### config.mk
export PLATFORM = sky130hd
export DESIGN_NAME = adc_read_seq
export DESIGN_NICKNAME = d
export VERILOG_FILES = /design/src/rtl/ars_pkg.sv /design/src/rtl/ars_sync_edge.sv /design/src/rtl/ars_gap_timer.sv /design/src/rtl/ars_strobe_fsm.sv /design/src/rtl/adc_read_seq.sv
export SDC_FILE = /design/constraint.sdc
export NUM_CORES = 1
export LEC_CHECK = 0
export ABC_AREA = 1
export BUFFER_PORTS_ARGS = -buffer_cell sky130_fd_sc_hd__buf_2
export CAP_MARGIN = 20
export CORE_UTILIZATION = 51
export DETAILED_ROUTE_END_ITERATION = 16
export PLACE_DENSITY = 0.77
export SKIP_CTS_REPAIR_TIMING = 1
export SLEW_MARGIN = 20
export SYNTH_ARGS = -nofsm -noshare
export SYNTH_HDL_FRONTEND = slang
export SYNTH_SLANG_ARGS = --single-unit
### constraint.sdc
create_clock -name clk -period 1.55 [get_ports clk]
set_input_delay 0.0775 -clock clk [delete_from_list [all_inputs] [get_ports clk]]
set_output_delay 0.0775 -clock clk [all_outputs]
set_load 0.05 [all_outputs]
### src/rtl/ars_pkg.sv
package ars_pkg;

    localparam int WORD_W = 12;

    typedef enum logic [2:0] {
        SQ_IDLE,
        SQ_ALIGN,
        SQ_WLO,
        SQ_WHI,
        SQ_NSTB,
        SQ_REL
    } sq_state_e;

    typedef struct packed {
        logic              valid;
        logic [WORD_W-1:0] word;
    } rd_result_t;

    function automatic int cnt_w(input int maxv);
        return (maxv < 2) ? 1 : $clog2(maxv + 1);
    endfunction

    function automatic logic strobe_active(input sq_state_e s);
        return (s == SQ_WLO) || (s == SQ_WHI) || (s == SQ_NSTB);
    endfunction

endpackage

### src/rtl/ars_sync_edge.sv
module ars_sync_edge #(
    parameter int   STAGES  = 2,
    parameter logic RST_VAL = 1'b0
) (
    input  logic clk,
    input  logic rst,
    input  logic din,
    output logic level,
    output logic rise
);
    logic [STAGES:0] pipe;

    for (genvar gi = 0; gi <= STAGES; gi++) begin : g_stage
        if (gi == 0) begin : g_first
            always_ff @(posedge clk) begin
                if (rst) pipe[0] <= RST_VAL;
                else     pipe[0] <= din;
            end
        end else begin : g_next
            always_ff @(posedge clk) begin
                if (rst) pipe[gi] <= RST_VAL;
                else     pipe[gi] <= pipe[gi-1];
            end
        end
    end

    assign level = pipe[STAGES-1];
    assign rise  = pipe[STAGES-1] & ~pipe[STAGES];
endmodule

### src/rtl/ars_gap_timer.sv
module ars_gap_timer import ars_pkg::*; #(
    parameter int GAP = 14
) (
    input  logic clk,
    input  logic rst,
    input  logic load,
    input  logic tick,
    output logic done
);
    localparam int CW = cnt_w(GAP);
    logic [CW-1:0] cnt;

    always_ff @(posedge clk) begin
        if (rst)                      cnt <= '0;
        else if (load)                cnt <= CW'(GAP);
        else if (tick && cnt != '0)   cnt <= cnt - 1'b1;
    end

    assign done = (cnt == '0);
endmodule

### src/rtl/ars_strobe_fsm.sv
module ars_strobe_fsm import ars_pkg::*; #(
    parameter int STROBE_CYC = 4
) (
    input  logic              clk,
    input  logic              rst,
    input  logic              start,
    input  logic              start_nw,
    input  logic              ck_rise,
    input  logic              ck_high,
    input  logic              busy_lvl,
    input  logic [WORD_W-1:0] bus_data,
    output sq_state_e         state_o,
    output logic              mode_nw_o,
    output logic              cs_n_o,
    output logic              rd_n_o,
    output logic              arm_o,
    output logic              nw_release_o,
    output rd_result_t        res_o
);
    localparam int SCW = cnt_w(STROBE_CYC);

    sq_state_e      st, nxt;
    logic [SCW-1:0] scnt;
    logic           mode_q, primed_q, capture;

    always_comb begin
        nxt     = st;
        capture = 1'b0;
        unique case (st)
            SQ_IDLE:  if (start) nxt = SQ_ALIGN;
            SQ_ALIGN: if (ck_rise) nxt = mode_q ? SQ_NSTB : SQ_WLO;
            SQ_WLO:   if (!busy_lvl) nxt = SQ_WHI;
            SQ_WHI: begin
                if (busy_lvl) begin
                    nxt     = SQ_REL;
                    capture = 1'b1;
                end
            end
            SQ_NSTB: begin
                if (scnt == SCW'(STROBE_CYC - 1) || !ck_high) begin
                    nxt     = SQ_REL;
                    capture = 1'b1;
                end
            end
            SQ_REL:   nxt = SQ_IDLE;
            default:  nxt = SQ_IDLE;
        endcase
    end

    always_ff @(posedge clk) begin
        if (rst) begin
            st       <= SQ_IDLE;
            mode_q   <= 1'b0;
            primed_q <= 1'b0;
            scnt     <= '0;
            cs_n_o   <= 1'b1;
            rd_n_o   <= 1'b1;
            res_o    <= '0;
        end else begin
            st     <= nxt;
            cs_n_o <= (nxt == SQ_IDLE);
            rd_n_o <= !strobe_active(nxt);
            if (st == SQ_IDLE && start) mode_q <= start_nw;
            if (st == SQ_NSTB) scnt <= scnt + 1'b1;
            else               scnt <= '0;
            res_o.valid <= capture && (!mode_q || primed_q);
            if (capture) begin
                res_o.word <= bus_data;
                primed_q   <= mode_q;
            end
        end
    end

    assign state_o      = st;
    assign mode_nw_o    = mode_q;
    assign arm_o        = (st == SQ_ALIGN) && ck_rise;
    assign nw_release_o = (st == SQ_REL) && mode_q;
endmodule

### src/rtl/adc_read_seq.sv
module adc_read_seq import ars_pkg::*; #(
    parameter int STROBE_CYC  = 4,
    parameter int GAP_CONV    = 14,
    parameter int SYNC_STAGES = 2
) (
    input  logic              clk,
    input  logic              rst,
    input  logic              req,
    input  logic              mode_nowait,
    input  logic              conv_clk,
    input  logic              adc_busy_n,
    input  logic [WORD_W-1:0] adc_data,
    output logic              ready,
    output logic              adc_cs_n,
    output logic              adc_rd_n,
    output logic              th_hold,
    output logic              rslt_valid,
    output logic [WORD_W-1:0] rslt_data
);
    logic       ck_lvl, ck_rise, bz_lvl, bz_rise;
    logic       start, arm, nw_rel, gap_done, cur_mode_nw;
    sq_state_e  state;
    rd_result_t res;

    ars_sync_edge #(.STAGES(SYNC_STAGES), .RST_VAL(1'b0)) u_ck_sync (
        .clk(clk), .rst(rst), .din(conv_clk), .level(ck_lvl), .rise(ck_rise));

    ars_sync_edge #(.STAGES(SYNC_STAGES), .RST_VAL(1'b1)) u_bz_sync (
        .clk(clk), .rst(rst), .din(adc_busy_n), .level(bz_lvl), .rise(bz_rise));

    assign ready = (state == SQ_IDLE) && gap_done;
    assign start = req && ready;

    ars_strobe_fsm #(.STROBE_CYC(STROBE_CYC)) u_fsm (
        .clk(clk), .rst(rst), .start(start), .start_nw(mode_nowait),
        .ck_rise(ck_rise), .ck_high(ck_lvl), .busy_lvl(bz_lvl), .bus_data(adc_data),
        .state_o(state), .mode_nw_o(cur_mode_nw), .cs_n_o(adc_cs_n), .rd_n_o(adc_rd_n),
        .arm_o(arm), .nw_release_o(nw_rel), .res_o(res));

    ars_gap_timer #(.GAP(GAP_CONV)) u_gap (
        .clk(clk), .rst(rst), .load(nw_rel), .tick(ck_rise), .done(gap_done));

    always_ff @(posedge clk) begin
        if (rst)          th_hold <= 1'b0;
        else if (arm)     th_hold <= 1'b1;
        else if (bz_rise) th_hold <= 1'b0;
    end

    assign rslt_valid = res.valid;
    assign rslt_data  = res.word;
endmodule

==> results of run 1 <==
## report_power, final
| part | total [mW] | internal (mW) | switching [mW] | leakage (nW) |
|---|---|---|---|---|
| Combinational | 0.230 | 0.0860 | 0.144 | 0.614 |
| Sequential | 0.919 | 0.900 | 0.0185 | 0.277 |
| Clock | 0.516 | 0.220 | 0.296 | 0.0353 |
| Total | 1.66 | 1.21 | 0.458 | 0.926 |
## final timing paths
| path | slack, ns | endpoint | cells past startpoint | startpoint |
|---|---|---|---|---|
| max | 0.04 | u_fsm.res_o[8]$_SDFFE_PP0P_ | 9 | u_fsm.scnt[0]$_SDFF_PP0_ |
| min | -0.02 | u_fsm.res_o[2]$_SDFFE_PP0P_ | 3 | adc_data[2] |
| max reg2reg | 0.04 | u_fsm.res_o[8]$_SDFFE_PP0P_ | 9 | u_fsm.scnt[0]$_SDFF_PP0_ |
| min reg2reg | 0.40 | u_fsm.scnt[0]$_SDFF_PP0_ | 1 | u_fsm.scnt[0]$_SDFF_PP0_ |
## cell families after synthesis
kind of cell / after synthesis / synth area share (%)
AOI/OAI and AO/OA: 27 / 9.99
and+or+nand+nor: 87 / 26.4
DFF: 34 / 49.9
adders and majority gates: 4 / 3.67
buffers and inverters: 31 / 10.1
## Yosys cell counts, drive strengths merged
| library cell | number |
|---|---|
| a21oi | 8 |
| dfxtp | 34 |
| ha | 4 |
| nor2 | 46 |
| or2 | 2 |
| a31oi | 1 |
| nand3 | 14 |
| inv | 25 |
| o21ai | 18 |
| clkbuf | 3 |
| nor3 | 1 |
| buf | 3 |
| nand2 | 24 |
## cells in the final DEF, fill, tap and decap left out
cell type,count
clkbuf_1,1
nor2_1,40
nand2_4,1
nand3_1,13
nor2_2,5
clkinvlp_4,2
nor2_4,1
clkbuf_4,5
nor3_4,1
buf_4,2
ha_1,4
clkbuf_8,1
a21oi_1,8
dfxtp_2,1
dfxtp_1,33
buf_2,33
nand3_2,1
inv_2,1
inv_1,23
o21ai_0,13
dlygate4sd3_1,13
o21ai_1,5
clkinv_2,1
or2_2,2
nand2_1,23
buf_6,1
a31oi_1,1
## stage by stage
step                      worst slack (ns)  cells  power, mW
after global placement              0.0935    243       1.12
after global routing               -0.0299    265       1.74
after detailed placement            0.0342    243       1.13
after floorplan                      0.120    183       1.07
final                               0.0402    265       1.66
after CTS                           -0.123    251       1.63
## cell type report
type	instances	share of cell area [%]
clock inverters	1	0.280
inverters	25	5.46
flip-flops and latches	34	38.2
clock buffers	7	3.08
multi-input cells	118	32.5
repair inverters	1	0.420
repair buffers	49	18.0
well taps	30	2.10
## layer usage
layer | GRT usage, % | share of wire [%] | vias up
met4 | 8.33 | 1.3 | 0
met3 | 9.89 | 5.4 | 5
met1 | 23.7 | 41 | 616
met2 | 38.5 | 52 | 36
met5 | 0 | 0 | -
li1 | - | - | 674
## flip-flops by register name (all words and copies together) (netlist names)
register         cells
u_gap.cnt            4
u_fsm.primed_q       1
th_hold              1
u_fsm.rd_n_o         1
u_fsm.cs_n_o         1
u_fsm.res_o         13
u_bz_sync.pipe       2
u_fsm.scnt           3
u_ck_sync.level      1
u_fsm.mode_nw_o      1
u_fsm.state_o        3
u_ck_sync.pipe       2
u_bz_sync.level      1
## critical path, stage by stage, from the launching register on
cell     delay, ns
dfxtp_2       0.33
ha_1          0.18
ha_1          0.17
inv_1         0.05
nand2_1       0.04
nand3_1       0.13
nand2_4       0.11
buf_4         0.17
o21ai_0       0.16
nor2_1        0.06
==> metrics.txt, run 1 <==
# TYPE chip_impl_metric gauge
chip_impl_info{name="outcome",value="complete, but fails checks"} 1
chip_impl_info{name="violations",value="negative hold slack"} 1
chip_impl_metric{name="avgSynthCellArea",unit="um2"} 7.46
chip_impl_metric{name="clock_sink_count",unit=""} 34
chip_impl_metric{name="ctsHtreeMaxLevel",unit=""} 2
chip_impl_metric{name="finalCoreUtilization",unit="%"} 71.5
chip_impl_metric{name="relSlewSlack",unit="%"} 64.6
chip_impl_metric{name="timing.final.hold_violations",unit=""} 2
chip_impl_metric{name="number_of_placement_rows",unit=""} 18
chip_impl_metric{name="die_area",unit="um2"} 2890
chip_impl_metric{name="fill_cells",unit=""} 186
chip_impl_metric{name="viasPerCell",unit=""} 5.02
chip_impl_metric{name="setup_total_negative_slack",unit="ns"} 0
chip_impl_metric{name="fin_skew",unit="ns"} 0.00673
chip_impl_metric{name="final.period_utilization",unit="%"} 97.4
chip_impl_info{name="crit_start_category",value="register"} 1
chip_impl_metric{name="route.vias.total",unit=""} 1331
chip_impl_metric{name="areal_power_density_over_the_cells",unit="nW/um2"} 931
chip_impl_metric{name="flow.area_growth_from_synthesis",unit="%"} 30.9
chip_impl_metric{name="critical_path_peak_fanout",unit=""} 7
chip_impl_metric{name="max_slew.worst_pin.slew",unit="ns"} 0.530
chip_impl_metric{name="clkTransAtPathRegs",unit="ns"} 0.10
chip_impl_metric{name="synthCells",unit=""} 183
chip_impl_metric{name="clock_insertion_delay_worst_skew",unit="ns"} 0.34
chip_impl_metric{name="grt_first_pass_wirelength",unit="um"} 4530
chip_impl_metric{name="final_period_minus_worst_setup_slack",unit="ns"} 1.51
chip_impl_info{name="cts-root-buf",value="clkbuf_4"} 1
chip_impl_metric{name="die-height",unit="um"} 53.7
chip_impl_metric{name="max_freq",unit="MHz"} 662
chip_impl_info{name="critical_path_class",value="reg -> reg"} 1
chip_impl_metric{name="worst-endpoint-required",unit="ns"} 1.79
chip_impl_info{name="critPathCaptureType",value="register"} 1
chip_impl_metric{name="post_synthesis_sequential_element_count",unit=""} 34
chip_impl_metric{name="area_used_by_sequential_logic_in_the_layout",unit="um2"} 682
chip_impl_info{name="grt_setup_unrepaired",value="true"} 1
chip_impl_info{name="min-delay-path-class",value="in -> reg"} 1
chip_impl_metric{name="worst_ep_arrival_time",unit="ns"} 1.75
chip_impl_metric{name="route.final.wire_length",unit="um"} 3120
chip_impl_metric{name="via_count_of_the_first_global_routing_pass",unit=""} 1164
chip_impl_metric{name="detail_route.drc_violations",unit=""} 0
chip_impl_metric{name="dpl-instance-area",unit="um2"} 1560
chip_impl_info{name="tritoncts_clock_tree",value="built"} 1
chip_impl_metric{name="post-route-cell-area",unit="um2"} 1790
chip_impl_info{name="cell_type_with_the_highest_aggregate_area_in_the_netlist",value="dfxtp_1"} 1
chip_impl_metric{name="drt-pass1-iter-count",unit=""} 4
chip_impl_metric{name="clk_path_buf_depth",unit=""} 2
chip_impl_metric{name="total_leakage_power",unit="nW"} 0.926
chip_impl_metric{name="post_route_cells_drive_above_1_share",unit="%"} 24.7
chip_impl_metric{name="synth.distinct_cells",unit=""} 17
chip_impl_metric{name="setup_viol_count_final",unit=""} 0
chip_impl_metric{name="pin_count_of_the_biggest_net_entering_global_routing",unit=""} 22
chip_impl_metric{name="coreArea",unit="um2"} 2500
chip_impl_metric{name="design.final.nets",unit=""} 256
chip_impl_metric{name="cts_made_buffers",unit=""} 5
chip_impl_metric{name="gp_congestion",unit=""} 0.898
chip_impl_metric{name="number_of_antenna_violations_at_the_first_check_in_global_routing",unit=""} 0
chip_impl_metric{name="grt.total_usage",unit="%"} 22.3
chip_impl_metric{name="insertedDiodeCount",unit=""} 0
chip_impl_metric{name="mappedNetlistNets",unit=""} 205
chip_impl_metric{name="io_buffer_count",unit=""} 34
chip_impl_metric{name="multi_input_comb_area",unit="um2"} 581
chip_impl_metric{name="grt_remaining_overflow",unit=""} 0
chip_impl_metric{name="drt.antenna.violating_nets",unit=""} 0
chip_impl_metric{name="vdd_ir_drop_max",unit="mV"} 0.836
chip_impl_metric{name="finalMaxSlewViolations",unit=""} 0
chip_impl_metric{name="hold-worst-slack",unit="ns"} -0.0166
chip_impl_metric{name="starting_density_of_the_core",unit="%"} 54.6
chip_impl_metric{name="maxCapViolCount",unit=""} 0
chip_impl_info{name="yosys-top-cells-area",value="dfxtp_1 (50%), nor2_1 (12%), inv_1 (6.9%), o21ai_0 (6.6%), nand2_1 (6.3%)"} 1
chip_impl_metric{name="dr.first_iter.drc_count",unit=""} 32
chip_impl_metric{name="yosys_warnings",unit=""} 0
chip_impl_metric{name="fraction_of_post_synthesis_cell_area_in_the_top_cell_type_by_area",unit="%"} 49.9
chip_impl_metric{name="avgRoutedWirePerCell",unit="um"} 11.8
chip_impl_metric{name="die_w",unit="um"} 53.7
chip_impl_metric{name="post_synth_instance_area",unit="um2"} 1370
chip_impl_metric{name="seq_area_frac_synth",unit="%"} 49.9
chip_impl_metric{name="dp_hpwl",unit="um"} 2070
chip_impl_metric{name="i_o_pin_count",unit=""} 35
No activity file was read; power rests on OpenSTA's default activity.
==> inputs of run 2 (changes only) <==
==> constraint.sdc (replaced) <==
create_clock -name clk -period 1.55 [get_ports clk]
set_input_delay 0.0775 -clock clk [delete_from_list [all_inputs] [get_ports clk]]
set_output_delay 0.0775 -clock clk [all_outputs]
set_load 0.005 [all_outputs]
==> metrics.txt, run 2 (synthesis results as in run 1) <==
# TYPE chip_impl_metric gauge
chip_impl_metric{name="i_o_pin_count",unit=""} 35
chip_impl_info{name="crit_start_category",value="register"} 1
chip_impl_metric{name="final.period_utilization",unit="%"} 97.3
chip_impl_metric{name="detail_route.drc_violations",unit=""} 0
chip_impl_metric{name="finalMaxSlewViolations",unit=""} 0
chip_impl_metric{name="coreArea",unit="um2"} 2500
chip_impl_info{name="min_to",value="u_fsm.mode_nw_o$_SDFFE_PP0P_"} 1
chip_impl_metric{name="clock_sink_count",unit=""} 34
chip_impl_metric{name="die-height",unit="um"} 53.7
chip_impl_metric{name="ff2ff_setup_slack",unit="ns"} 0.04
chip_impl_metric{name="cell_count_final_fillers_out",unit=""} 269
chip_impl_metric{name="areal_power_density_over_the_cells",unit="nW/um2"} 947
chip_impl_metric{name="dpl-instance-area",unit="um2"} 1540
chip_impl_metric{name="largest_register_ffs",unit=""} 13
chip_impl_metric{name="power.switching_fraction",unit="%"} 22.2
chip_impl_metric{name="viasPerCell",unit=""} 5.06
chip_impl_metric{name="clock_insertion_delay_worst_skew",unit="ns"} 0.34
chip_impl_metric{name="drt.antenna.violating_nets",unit=""} 0
chip_impl_metric{name="ctsHtreeMaxLevel",unit=""} 2
chip_impl_info{name="tritoncts_clock_tree",value="built"} 1
chip_impl_metric{name="relSlewSlack",unit="%"} 65.9
chip_impl_info{name="critical_path_class",value="reg -> reg"} 1
chip_impl_metric{name="globalRouteMet1Util",unit="%"} 25.9
chip_impl_metric{name="design.final.nets",unit=""} 261
chip_impl_metric{name="post_route_cells_drive_above_1_share",unit="%"} 25.5
chip_impl_metric{name="pin_count_of_the_biggest_net_entering_global_routing",unit=""} 22
chip_impl_metric{name="gp_congestion",unit=""} 0.856
chip_impl_metric{name="timing.final.hold_violations",unit=""} 0
chip_impl_info{name="top_usage_layer",value="met2"} 1
chip_impl_info{name="reg.largest.list",value="u_fsm.res_o: 13 flops, u_gap.cnt: 4 flops"} 1
chip_impl_metric{name="dr.first_iter.drc_count",unit=""} 48
chip_impl_metric{name="setup_viol_count_final",unit=""} 0
chip_impl_metric{name="route.final.wire_length",unit="um"} 3230
chip_impl_metric{name="drt-pass1-iter-count",unit=""} 4
chip_impl_metric{name="combinationalPowerShare",unit="%"} 9.8
chip_impl_metric{name="worst-endpoint-required",unit="ns"} 1.79
chip_impl_metric{name="critical_path_peak_fanout",unit=""} 7
chip_impl_info{name="layout_commonest_cell",value="nor2_1"} 1
chip_impl_info{name="max_flop_register",value="u_fsm.res_o"} 1
chip_impl_metric{name="clkTransAtPathRegs",unit="ns"} 0.09
chip_impl_metric{name="post-route-cell-area",unit="um2"} 1840
chip_impl_metric{name="internal_power",unit="mW"} 1.36
chip_impl_metric{name="dp_worst_setup_slack",unit="ns"} -0.0593
chip_impl_metric{name="clk_path_buf_depth",unit=""} 2
chip_impl_metric{name="dp_hpwl",unit="um"} 2030
chip_impl_metric{name="starting_density_of_the_core",unit="%"} 54.6
chip_impl_metric{name="io_buffer_count",unit=""} 34
chip_impl_metric{name="report.power.total",unit="mW"} 1.75
chip_impl_metric{name="die_w",unit="um"} 53.7
chip_impl_metric{name="globalRouteMet3Util",unit="%"} 6.78
chip_impl_metric{name="avgRoutedWirePerCell",unit="um"} 12.0
chip_impl_info{name="min-delay-path-class",value="in -> reg"} 1
chip_impl_metric{name="finalCoreUtilization",unit="%"} 73.7
chip_impl_metric{name="final.setup.worst_slack",unit="ns"} 0.0426
chip_impl_metric{name="total_leakage_power",unit="nW"} 0.954
chip_impl_metric{name="min_delay_path_depth",unit=""} 3
chip_impl_metric{name="flow.area_growth_from_synthesis",unit="%"} 35.0
chip_impl_metric{name="insertedDiodeCount",unit=""} 0
chip_impl_info{name="grt_setup_unrepaired",value="true"} 1
chip_impl_info{name="cts-root-buf",value="clkbuf_4"} 1
chip_impl_metric{name="number_of_antenna_violations_at_the_first_check_in_global_routing",unit=""} 0
chip_impl_metric{name="maxCapViolCount",unit=""} 0
chip_impl_info{name="highest_count_cells_in_the_layout_ignoring_fill_and_taps",value="nor2_1 (41), buf_2 (35), dfxtp_1 (33)"} 1
chip_impl_info{name="outcome",value="finished clean"} 1
chip_impl_info{name="worstPathCellList",value="ha_1 -> ha_1 -> inv_1 -> nand2_1 -> nand3_2 -> nand2_4 -> clkinvlp_4 -> buf_2 -> nor2_1 -> nor2_1"} 1
chip_impl_metric{name="delay_of_the_slowest_critical_path_stage",unit="ns"} 0.35
chip_impl_metric{name="vdd_ir_drop_max",unit="mV"} 0.877
chip_impl_metric{name="cts_made_buffers",unit=""} 5
chip_impl_metric{name="worstRegToRegCells",unit=""} 10
chip_impl_metric{name="share_of_total_power_in_the_clock_network",unit="%"} 37.6
chip_impl_info{name="hold_path.startpoint",value="mode_nowait"} 1
chip_impl_info{name="worst_r2r_endpoint",value="u_fsm.res_o[4]$_SDFFE_PP0P_"} 1
chip_impl_metric{name="worst_ep_arrival_time",unit="ns"} 1.75
chip_impl_info{name="critPathCaptureType",value="register"} 1
chip_impl_metric{name="final_period_minus_worst_setup_slack",unit="ns"} 1.51
chip_impl_metric{name="max_slew.worst_pin.slew",unit="ns"} 0.511
chip_impl_metric{name="place_inst",unit=""} 242
chip_impl_info{name="critical-path-slowest-cell",value="dfxtp_1"} 1
chip_impl_metric{name="max_freq",unit="MHz"} 663
chip_impl_metric{name="switchingPower",unit="mW"} 0.387
chip_impl_metric{name="seq_power_share",unit="%"} 52.6
chip_impl_metric{name="grt_first_pass_wirelength",unit="um"} 4490
chip_impl_metric{name="grt.total_usage",unit="%"} 22.5
chip_impl_metric{name="setup_total_negative_slack",unit="ns"} 0
chip_impl_metric{name="route.vias.total",unit=""} 1360
chip_impl_metric{name="die_area",unit="um2"} 2890
chip_impl_metric{name="hold-worst-slack",unit="ns"} 0.0412
chip_impl_metric{name="via_count_of_the_first_global_routing_pass",unit=""} 1141
chip_impl_metric{name="fin_skew",unit="ns"} 0.0106
chip_impl_metric{name="grt_remaining_overflow",unit=""} 0
chip_impl_info{name="worstReg2RegStart",value="u_fsm.scnt[1]$_SDFF_PP0_"} 1
chip_impl_metric{name="number_of_placement_rows",unit=""} 18
chip_impl_metric{name="grtUsageMet2",unit="%"} 34.2
[run 2: cell types whose count changed in the layout (fill, tap and decap cells not counted), sizes merged]
cell         before  now
buf              36   41
clkinvlp          2    1
bufinv            0    1
clkbuf            7    6
clkinv            1    0
dlygate4sd3      13   14
[run 2: power groups by stage]
stage	clock network (mW)	logic (mW)	registers (mW)
finish	0.656	0.171	0.919
global route	0.714	0.189	0.923
detailed placement	0	0.129	0.937
floorplan	0	0.0780	0.935
global placement	0	0.125	0.937
CTS	0.664	0.130	0.918
[run 2: worst max path at each step]
| stage | start | end | slack (ns) | depth (start not counted) |
|---|---|---|---|---|
| finish | u_fsm.scnt[1]$_SDFF_PP0_ | u_fsm.res_o[4]$_SDFFE_PP0P_ | 0.04 | 10 |
| global route | u_fsm.scnt[0]$_SDFF_PP0_ | u_fsm.res_o[4]$_SDFFE_PP0P_ | -0.09 | 10 |
| CTS | u_fsm.scnt[0]$_SDFF_PP0_ | u_fsm.res_o[1]$_SDFFE_PP0P_ | -0.09 | 9 |
| detailed placement | u_fsm.scnt[0]$_SDFF_PP0_ | u_fsm.res_o[3]$_SDFFE_PP0P_ | -0.06 | 9 |
| global placement | u_fsm.scnt[0]$_SDFF_PP0_ | u_fsm.res_o[9]$_SDFFE_PP0P_ | 0.05 | 9 |
| floorplan | u_fsm.scnt[0]$_SDFF_PP0_ | u_fsm.res_o[0]$_SDFFE_PP0P_ | 0.22 | 9 |
[run 2: layout make-up]
cell class | count | area [um2]
Clock buffer | 6 | 51.3
Clock inverter | 1 | 30.0
Fill cell | 190 | 657
Inverter | 25 | 97.6
Multi-Input combinational cell | 118 | 572
Sequential cell | 34 | 682
Tap cell | 30 | 37.5
Timing Repair Buffer | 55 | 373
[run 2: routing by layer]
metal	up-vias	wire, um
li1	680	-
met1	616	1360
met2	53	1590
met3	11	189
met4	0	89
met5	-	0
[run 2: worst max-delay path: cells and delay by family (launching register included)]
kind	cells	cell delay [ns]
and+or+nand+nor	5	0.43
DFF	1	0.35
buffers and inverters	3	0.33
adders and majority gates	2	0.30
